$ cat config.mk
export PLATFORM = sky130hd
export DESIGN_NAME = spi_word_slave
export DESIGN_NICKNAME = d
export VERILOG_FILES = /design/src/rtl/spi_word_slave.sv
export SDC_FILE = /design/constraint.sdc
export NUM_CORES = 1
export LEC_CHECK = 0
export BUFFER_PORTS_ARGS = -buffer_cell sky130_fd_sc_hd__buf_2
export CAP_MARGIN = 20
export CORE_MARGIN = 2
export CORE_UTILIZATION = 35
export DETAILED_ROUTE_END_ITERATION = 7
export PLACE_DENSITY_LB_ADDON = 0.2
export SLEW_MARGIN = 20
export SYNTH_ARGS = -nofsm -noshare
export SYNTH_HDL_FRONTEND = slang
export SYNTH_SLANG_ARGS = --single-unit
$ cat constraint.sdc
create_clock -name clk -period 2.7 [get_ports clk]
set_input_delay 0.54 -clock clk [delete_from_list [all_inputs] [get_ports clk]]
set_output_delay 0.54 -clock clk [all_outputs]
set_load 0.02 [all_outputs]
$ cat src/rtl/spi_word_slave.sv
module spi_word_slave #(
  parameter int WIDTH     = 8,
  parameter bit LSB_FIRST = 1'b0,
  parameter bit CPOL      = 1'b0,
  parameter bit CPHA      = 1'b0
) (
  input  logic        clk,
  input  logic        rst_n,
  input  logic        sclk_in,
  input  logic        ssel_n_in,
  input  logic        mosi_in,
  output logic        miso_out,
  output logic        miso_oe,
  input  logic [1:0]  reg_addr,
  input  logic        reg_wr,
  input  logic        reg_rd,
  input  logic [15:0] reg_wdata,
  output logic [15:0] reg_rdata,
  output logic        irq
);
  localparam int CW = $clog2(WIDTH + 1);

  logic [2:0]       sclk_s;
  logic [1:0]       ssel_s, mosi_s;
  logic             sel, edge_ev, lead_ev, trail_ev, sample_ev, shift_ev;
  logic [CW-1:0]    cnt;
  logic [WIDTH-1:0] tx_sh, rx_sh, rx_nxt, tx_nxt, hold, rxdata;
  logic             hold_full, sh_full, rrdy, roe, toe;
  logic [5:0]       ctrl, stat;
  logic             last_bit, wr_tx, wr_st, rd_rx, unused_bits;

  assign sel       = ~ssel_s[1];
  assign edge_ev   = sel && (sclk_s[1] != sclk_s[2]);
  assign lead_ev   = edge_ev && (sclk_s[1] != CPOL);
  assign trail_ev  = edge_ev && (sclk_s[1] == CPOL);
  assign sample_ev = CPHA ? trail_ev : lead_ev;
  assign shift_ev  = CPHA ? lead_ev : trail_ev;
  assign last_bit  = (cnt == CW'(WIDTH - 1));

  assign rx_nxt = LSB_FIRST ? ((rx_sh >> 1) | (WIDTH'(mosi_s[1]) << (WIDTH - 1)))
                            : ((rx_sh << 1) | WIDTH'(mosi_s[1]));
  assign tx_nxt = LSB_FIRST ? (tx_sh >> 1) : (tx_sh << 1);

  assign miso_out = LSB_FIRST ? tx_sh[0] : tx_sh[WIDTH-1];
  assign miso_oe  = ~ssel_n_in;

  assign wr_tx = reg_wr && (reg_addr == 2'd1);
  assign wr_st = reg_wr && (reg_addr == 2'd2);
  assign rd_rx = reg_rd && (reg_addr == 2'd0);

  assign stat = {roe | toe, rrdy, ~hold_full, sh_full, toe, roe};
  assign irq  = |(stat & ctrl);
  assign unused_bits = ^reg_wdata;

  always_comb begin
    case (reg_addr)
      2'd0:    reg_rdata = 16'(rxdata);
      2'd2:    reg_rdata = {7'd0, stat, 3'd0};
      2'd3:    reg_rdata = {7'd0, ctrl, 3'd0};
      default: reg_rdata = 16'd0;
    endcase
  end

  always_ff @(posedge clk or negedge rst_n) begin
    if (!rst_n) begin
      sclk_s    <= {3{CPOL}};
      ssel_s    <= 2'b11;
      mosi_s    <= 2'b00;
      cnt       <= '0;
      tx_sh     <= '0;
      rx_sh     <= '0;
      hold      <= '0;
      rxdata    <= '0;
      hold_full <= 1'b0;
      sh_full   <= 1'b0;
      rrdy      <= 1'b0;
      roe       <= 1'b0;
      toe       <= 1'b0;
      ctrl      <= '0;
    end else begin
      sclk_s <= {sclk_s[1:0], sclk_in};
      ssel_s <= {ssel_s[0], ssel_n_in};
      mosi_s <= {mosi_s[0], mosi_in};

      if (reg_wr && reg_addr == 2'd3) ctrl <= reg_wdata[8:3];
      if (rd_rx) rrdy <= 1'b0;
      if (wr_st) begin
        roe <= 1'b0;
        toe <= 1'b0;
      end
      if (wr_tx) begin
        if (hold_full) toe <= 1'b1;
        else begin
          hold      <= reg_wdata[WIDTH-1:0];
          hold_full <= 1'b1;
        end
      end

      if (!sel && cnt != '0) begin
        cnt     <= '0;
        sh_full <= 1'b0;
      end else if (sample_ev) begin
        rx_sh <= rx_nxt;
        if (last_bit) begin
          cnt     <= '0;
          rxdata  <= rx_nxt;
          rrdy    <= 1'b1;
          sh_full <= 1'b0;
          if (rrdy) roe <= 1'b1;
        end else begin
          cnt <= cnt + 1'b1;
        end
      end else if (shift_ev && cnt != '0) begin
        tx_sh <= tx_nxt;
      end else if (hold_full && !sh_full && cnt == '0) begin
        tx_sh     <= hold;
        sh_full   <= 1'b1;
        hold_full <= 1'b0;
      end
    end
  end

  a_r11_count_bound: assert property (@(posedge clk) disable iff (!rst_n)
    cnt <= CW'(WIDTH - 1));
  a_r5_idle_no_count: assert property (@(posedge clk) disable iff (!rst_n)
    !sel |=> cnt == '0);
  a_r6_roe_cause: assert property (@(posedge clk) disable iff (!rst_n)
    $rose(roe) |-> $past(rrdy));
  a_r6_read_clears: assert property (@(posedge clk) disable iff (!rst_n)
    (rd_rx && !sample_ev) |=> !rrdy);
  a_r7_toe_cause: assert property (@(posedge clk) disable iff (!rst_n)
    $rose(toe) |-> $past(wr_tx && hold_full));
  a_r8_hold_drains: assert property (@(posedge clk) disable iff (!rst_n)
    (hold_full && !sh_full && !sel && cnt == '0) |=> !hold_full);
  a_r9_status_clear: assert property (@(posedge clk) disable iff (!rst_n)
    (wr_st && !wr_tx && !sample_ev) |=> (!roe && !toe));
endmodule

==> summary by stage, run 1 <==
Status
The flow ran to the end, and the final reports show no timing, DRC or antenna violations.

Placement
The final weighted congestion in routability-driven placement is 0.758. Once placement completed, the tool counted placed cells totaling 335. The count of buffers inserted at the top-level ports is 29. The detailed-placement wirelength estimate is 3440 um.

Synth
After synthesis, the netlist uses 46 different library cells. The mapped cell area is 2590 um^2. Summed over all instances, the cell type with the most area after synthesis is dfrtp_1. Counting flops and latches in the post-synthesis netlist gives 53. A synthesized cell averages 12.0 um^2. The count of yosys warnings during synthesis is 0. In this run, synthesis inferred 0 flip-flops with an integrated enable. By instance count, the leading cell after synthesis is dfrtp_1.

Of the post-synthesis cell area, the dominant cell type holds 0.492. After synthesis, the cell types taking the most area are dfrtp_1, mux2_2, nand2_1. The sequential-to-total area share from yosys stat is 0.512.

The count of mapped cells out of synthesis is 216. The predominant post-synthesis flop cell is dfrtp_1. Counting instances in the post-synthesis netlist gives the leading cell types as dfrtp_1, mux2_2, nand2_1. Counting flops with an async set or reset pin after synthesis yields a share of 1.00.

GRT
The global-route total usage across every layer is 0.131. For this run the aggregate overflow at the end of global routing stands at 0. The wire length of the first global-routing pass is 8610 um.

The met1 capacity usage during global routing is 0.190. The number of global-route vias before repair is 1669. For this run, global-route usage on met3 was measured as 0.0277. The initial antenna violation count is 0. The busiest metal layer after global routing is met2. Entering global routing, the biggest net connects 29 pins. In the global route stage, met2 resource usage came out at 0.200.

Die
The total I/O pin count is 44. The initialized floorplan defines 31 standard-cell rows. The floorplan step set the die width to 90.1 um.

The total core area is 7210 um^2. The die covers 8120 um^2. The chip height is 90.1 um. For this configuration, the core starts out at a cell density of 0.360.

Clocking
After clock tree synthesis, the flow added hold-fix buffers numbering 0. CTS placed an instance of clkbuf_8 at the clock tree root. The buffers inserted during post-CTS setup optimization is 0. The number of levels in the clock H-tree is 2. The number of clock sinks is 53. Clock latency on the worst-skew pair, taken at its later pin, is 0.31 ns.

The CTS tree is built. The post-cts sizing count is 0. The clock passes through at most 2 buffers. The number of clock buffers added by TritonCTS is 5. The clock transition time at the flip-flop clock pins of the worst setup and hold paths is 0.10 ns.

Power
The share of total power dissipated in sequential elements is 0.505. The share of total power consumed by net switching is 0.331. The share of total power dissipated in the clock network is 0.199. The internal power is 1.53 mW.

The power density normalized to cell area is 799 nW/um^2. The share of power burned in combinational logic is 0.297. The worst voltage drop across the vdd grid is 256 uV. In this run the static leakage power is 1.32 nW.

The switching power summed over all nets is 759 uW.

Critical path
STA classifies the critical path endpoint as an output pin. The critical path startpoint category is a flip-flop. In this run the worst path has a maximum fanout of 13. For this design, the slowest cell found on the critical path is dfrtp_1. Data arrives at the worst endpoint at 1.65 ns. The cell depth of the worst flop-to-flop path is 3.

The data required time at the worst endpoint is 2.16 ns. On the worst path, the slowest cell contributes a delay of 0.58 ns. The worst setup path is of the flip-flop to output pin kind. The signal on the critical path passes through inv_1 > mux2_2 > a22o_1 > buf_2.

STA
Setup repair after global routing left no endpoint under its margin. The count of final setup violators is 0. The top achievable clock speed is 456 MHz.

The final clock skew is 0.00819 ns. The count of final hold-check violations is 0. The worst slew margin relative to its limit is 0.547. The final-report max-slew violation count is 0. Of the available clock period, the critical path in the final layout requires 0.812. At the pin with the least slew margin, the transition time is 0.676 ns. The final total negative setup slack is 0 ns.

The time the final worst path needs with I/O delays and setup is 2.19 ns.

Final layout
The finished layout holds 343 standard cells, fillers aside. Of the cells placed in the final design, the portion with a size suffix greater than 1 is 0.320. The repair_antennas step left the layout with diodes totalling 0. The area growth from synthesis to layout is 10.7%. The final layout contains 270 nets.

Drt
The final wirelength is 4950 um. In the final routed layout, each cell accounts on average for 14.4 um. In the routed layout, each cell is associated on average with a via count of 5.05. The detailed router placed 1732 vias in this run. Before antenna repair, the detailed router went through 4 iterations.

The iteration-0 DRC count of the detailed router is 112. In this run the remaining antenna-violating nets after routing total 0. For this run, design rule violations remaining after detail routing come to 0.

Min path
The min-delay analysis places its worst path in the category input pin to asynchronous set/reset pin.

Job
Max-cap violations in this run came to 0.
[sequential cells by signal, summed over array words and instances, names as in the netlist]
signal     count
toe            1
roe            1
sclk_s         3
rxdata         8
hold_full      1
rrdy           1
cnt            4
sh_full        1
tx_sh          8
ssel_s         2
mosi_s         2
ctrl           6
rx_sh          7
hold           8
[worst paths after layout]
| kind | startpoint | endpoint | slack, ns |
|---|---|---|---|
| setup reg to reg | sclk_s[1] | rxdata[6] | 0.82 |
| min in group clk | mosi_in | mosi_s[0] | 0.33 |
| max in group asynchronous | rst_n | cnt[0] | 1.89 |
| hold / removal | rst_n | sclk_s[0] | 0.24 |
| hold reg to reg | mosi_s[0] | mosi_s[1] | 0.36 |
| setup / recovery | hold_full | reg_rdata[6] | 0.51 |
[cell families (layout without fill, tap and decap cells)]
family / after synthesis / after routing / synth area share
AND/OR/NAND/NOR: 70 / 70 / 0.171
flip-flops: 53 / 53 / 0.512
multiplexers: 34 / 34 / 0.144
AO/OA/AOI/OAI: 31 / 31 / 0.0946
buffers and inverters: 24 / 46 / 0.0632
adder cells (fa/ha/maj): 2 / 2 / 0.00965
other: 1 / 7 / 0.00145
XOR/XNOR: 1 / 1 / 0.00338
[power by group through the flow]
stage	registers, mW	logic, mW	clock network (mW)
2_1_floorplan	1.10	0.594	0
3_3_place_gp	1.17	0.679	0
3_5_place_dp	1.18	0.690	0
4_1_cts	1.16	0.693	0.469
5_1_grt	1.19	0.765	0.503
6_report	1.16	0.680	0.455
[routing by layer]
metal / up-vias / wire length [um]
met1: 877 / 2440
met3: 6 / 161
li1: 821 / -
met4: 0 / 59
met2: 28 / 2280
met5: - / 0
[cell usage in the layout (no fill, tap or decap), types with 2 or more instances in the layout]
cell type and n:
buf_2 29, a21oi_1 2, nand2b_1 2, or3b_4 2, a22o_1 7, dfrtp_1 51, o32a_1 7, inv_1 5
nor4b_1 7, nand2_1 27, clkinvlp_4 2, nor3b_1 9, clkbuf_8 5, mux2i_1 7, o21ai_0 4, conb_1 7
nand3b_1 4, buf_4 3, mux2_2 27, a22oi_1 2, ha_1 2, and2_1 3, nor2_1 3, dfstp_2 2
o211ai_1 2, nand3_1 4
[worst max-delay path, delay by kind of cell, from the launching register on]
family / cells / cell delay, ns
compound gates: 1 / 0.18
buf+inv: 2 / 0.30
flops: 1 / 0.58
mux: 1 / 0.29
[cell type report]
class	instances	area (um^2)
Tap cell	99	124
Clock inverter	2	15.0
Inverter	5	18.8
Fill cell	717	4340
Multi-Input combinational cell	145	1120
Sequential cell	53	1330
Timing Repair Buffer	33	188
Clock buffer	6	72.6
[stage by stage]
stage	setup slack [ns]	hold WS [ns]	area [um^2]	total power, mW	util
2_1_floorplan	0.745	0.244	2620	1.70	-
3_3_place_gp	0.635	0.333	2780	1.85	0.386
3_5_place_dp	0.638	0.338	2780	1.87	0.386
4_1_cts	0.484	0.266	2870	2.32	0.398
5_1_grt	0.388	0.290	2870	2.46	0.398
6_report	0.506	0.241	2870	2.29	0.398
Note: power is estimated with default switching activity, not from simulation.
==> run 2: changes to the inputs <==
==> constraint.sdc (replaced) <==
create_clock -name clk -period 2 [get_ports clk]
set_input_delay 0.4 -clock clk [delete_from_list [all_inputs] [get_ports clk]]
set_output_delay 0.4 -clock clk [all_outputs]
set_load 0.02 [all_outputs]
==> run 2 against run 1 <==
Compared with the run above:
- core utilization grew 0.47 points
- sequential power grew 32%
- register-to-register slack lost 0.53 ns
- first-iteration DRC count shrank 38%
- setup slack lost 0.37 ns
- critical path type unchanged
- largest cell class unchanged
- largest power group unchanged
==> summary by stage, run 2 (same netlist as run 1, synthesis figures left out) <==
Die
The total I/O pin count is 44. The number of rows in the core area is 31. The starting density of the core is 0.360. The total core area is 7210 um^2. The floorplan step set the die width to 90.1 um. The floorplan step set the die height to 90.1 um. The total die area is 8120 um^2.

Drt
The average wire length per cell after detail routing is 14.4 um. Wires add up to 4990 um. The iteration-0 DRC count of the detailed router is 70. The length of the first detailed-routing pass in iterations is 4. In this run the remaining antenna-violating nets after routing total 0. After detailed routing, the number of remaining DRC violations is 0. The via count normalized by instance count is 4.99. The detailed router placed 1731 vias in this run.

Final layout
Leaving out fill and tap cells, the most frequent cells in the layout are dfrtp_1, buf_2, mux2_2, nand2_1, nor3b_1. The layout overhead on the synthesized area is 12.0%. The area of combinational cells with multiple inputs is 1120 um^2. The layout cell share with drive strength beyond 1 is 0.339.

The layout has 720 filler cells. With fillers left out, the area of the finished cells amounts to 2900 um^2. The largest registers in the layout are hold (8), rxdata (8), tx_sh (8).

Across the whole layout, storage elements account for 1330 um^2. Leaving out fill and tap cells, the most frequent cell in the layout is dfrtp_1. 0 antenna diodes ended up in the layout.

The net count of the finished layout is 274.

Job
Max-cap violations in this run came to 0.

Clocking
The CTS tree is built. Post-CTS timing repair inserted 0 buffers for setup. No sink is reached through more buffers than the 2 on the longest clock path. The clock latency reported for the late side of the worst-skew pair is 0.31 ns. The number of clock sinks is 53.

For this design, the CTS-stage hold fixing added 0 buffers. After clock tree synthesis, the clock-pin slew on the worst setup and hold paths is 0.10 ns. The number of levels in the clock H-tree is 2. The cell at the root of the clock tree is clkbuf_8. The total CTS buffers is 5.

Power
The internal power is 2.09 mW. The switching power summed over all nets is 1.03 mW. The worst voltage drop across the vdd grid is 361 uV. The power density normalized to cell area is 1070 nW/um^2. Of the total power, combinational logic draws 0.311. The share of total power consumed by net switching is 0.329. The fraction of power consumed by sequential logic is 0.491. For this design the static power due to leakage is 1.34 nW. After layout, the design draws a total of 3.12 mW.

Of the total power, the clock network draws 0.198.

Min path
The path class of the tightest hold or removal check is input pin to asynchronous set/reset pin.

Placement
OpenSTA, run right after detailed placement, puts the worst setup slack at 0.214 ns. The final weighted congestion in routability-driven placement is 0.764. The count of buffers inserted at the top-level ports is 29. The detailed-placement wirelength estimate is 3520 um. The total cell area at the placement stage is 2810 um^2.

STA
Setup repair after global routing left no endpoint under its margin. Across the routed clock network, the largest skew measured is 0.00637 ns. The top achievable clock speed is 536 MHz. The final worst-path cycle share is 0.932.

In the final timing run, aggregate negative setup slack is 0 ns. The count of final hold-check violations came to 0. Across all hold checks on the routed design, the worst slack comes to 0.0428 ns. The count of final setup violators is 0. The final worst-path setup slack is 0.135 ns. The final-report max-slew violation count is 0. The worst path in the final design needs a cycle of 1.86 ns, including I/O delays and setup.

GRT
Across every metal layer, demand over resource in global routing totals 0.132. The wire length of the first global-routing pass is 8750 um. Global routing finished with a remaining overflow of 0. The initial antenna violation count is 0. The pin count of the biggest net entering global routing is 36. The number of global-route vias before repair was 1734.

Critical path
The worst setup path category is flip-flop to output pin. The critical path startpoint category is a flip-flop. The kind of cell adding the most delay to the critical path is flip-flops. The element type at the critical path end is an output pin. The largest fanout on the critical path is 14. The slowest stage of the critical path belongs to the cell dfrtp_2. The critical path goes through mux2_2 > a22o_1 > buf_2. The largest stage delay on the critical path is 0.52 ns. The data required time at the worst endpoint is 1.60 ns. The number of buffers and inverters on the critical path is 1. STA puts the critical path data arrival time at 1.46 ns.

Status
The run finished with clean final reports.
[run 2: changes by cell type in the layout (fill, tap and decap cells not counted)]
cell / delta
buf_4: +4
clkbuf_1: -1
clkinv_2: +1
clkinvlp_4: -1
dfrtp_1: -1
dfrtp_2: +1
inv_6: +1
[run 2: path summary, 6_finish.rpt]
check	end	startpoint	cells past startpoint	slack (ns)
min	sclk_s[2]	rst_n	1	0.04
max reg2reg	rxdata[7]	ssel_s[1]	3	0.29
min in group clk	mosi_s[0]	mosi_in	1	0.19
max in group asynchronous	sh_full	rst_n	2	1.40
max	reg_rdata[5]	sh_full	3	0.14
min reg2reg	sclk_s[1]	sclk_s[0]	0	0.36
[run 2: per-layer routing]
metal | global-route usage | vias up | routed length [um]
li1 | - | 826 | -
met1 | 0.185 | 874 | 2380
met2 | 0.208 | 29 | 2420
met3 | 0.0302 | 2 | 162
met4 | 0.0346 | 0 | 31
met5 | 0 | - | 0
[run 2: metrics by stage]
step,util,instances
6_report,0.403,347
5_1_grt,0.403,347
4_1_cts,0.402,347
3_5_place_dp,0.390,339
3_3_place_gp,0.390,339
2_1_floorplan,-,222
[run 2: cell type report]
type / count / share of cell area
timing repair buffer: 37 / 0.0750
sequential: 53 / 0.458
clock inverter: 3 / 0.00732
inverter: 5 / 0.00646
clock buffer: 5 / 0.0237
multi-input combinational: 145 / 0.387
tap: 99 / 0.0427
[run 2: power groups by stage]
stage	logic (mW)	registers (mW)	clock network (mW)
2_1_floorplan	0.803	1.49	0
3_3_place_gp	0.971	1.55	0
3_5_place_dp	0.984	1.56	0
4_1_cts	0.988	1.54	0.652
5_1_grt	1.08	1.58	0.692
6_report	0.969	1.53	0.617
[run 2: worst reg2reg max path: stages, from the launching register on]
cell and delay, ns:
dfstp_2 0.46, or3b_4 0.53, nor2_8 0.25, mux2_2 0.36
[run 2: timing repair]
item | CTS | global route
endpoints found under the hold margin | 0 | 0
setup endpoints to repair | 0 | 1
resized for setup | 0 | 1
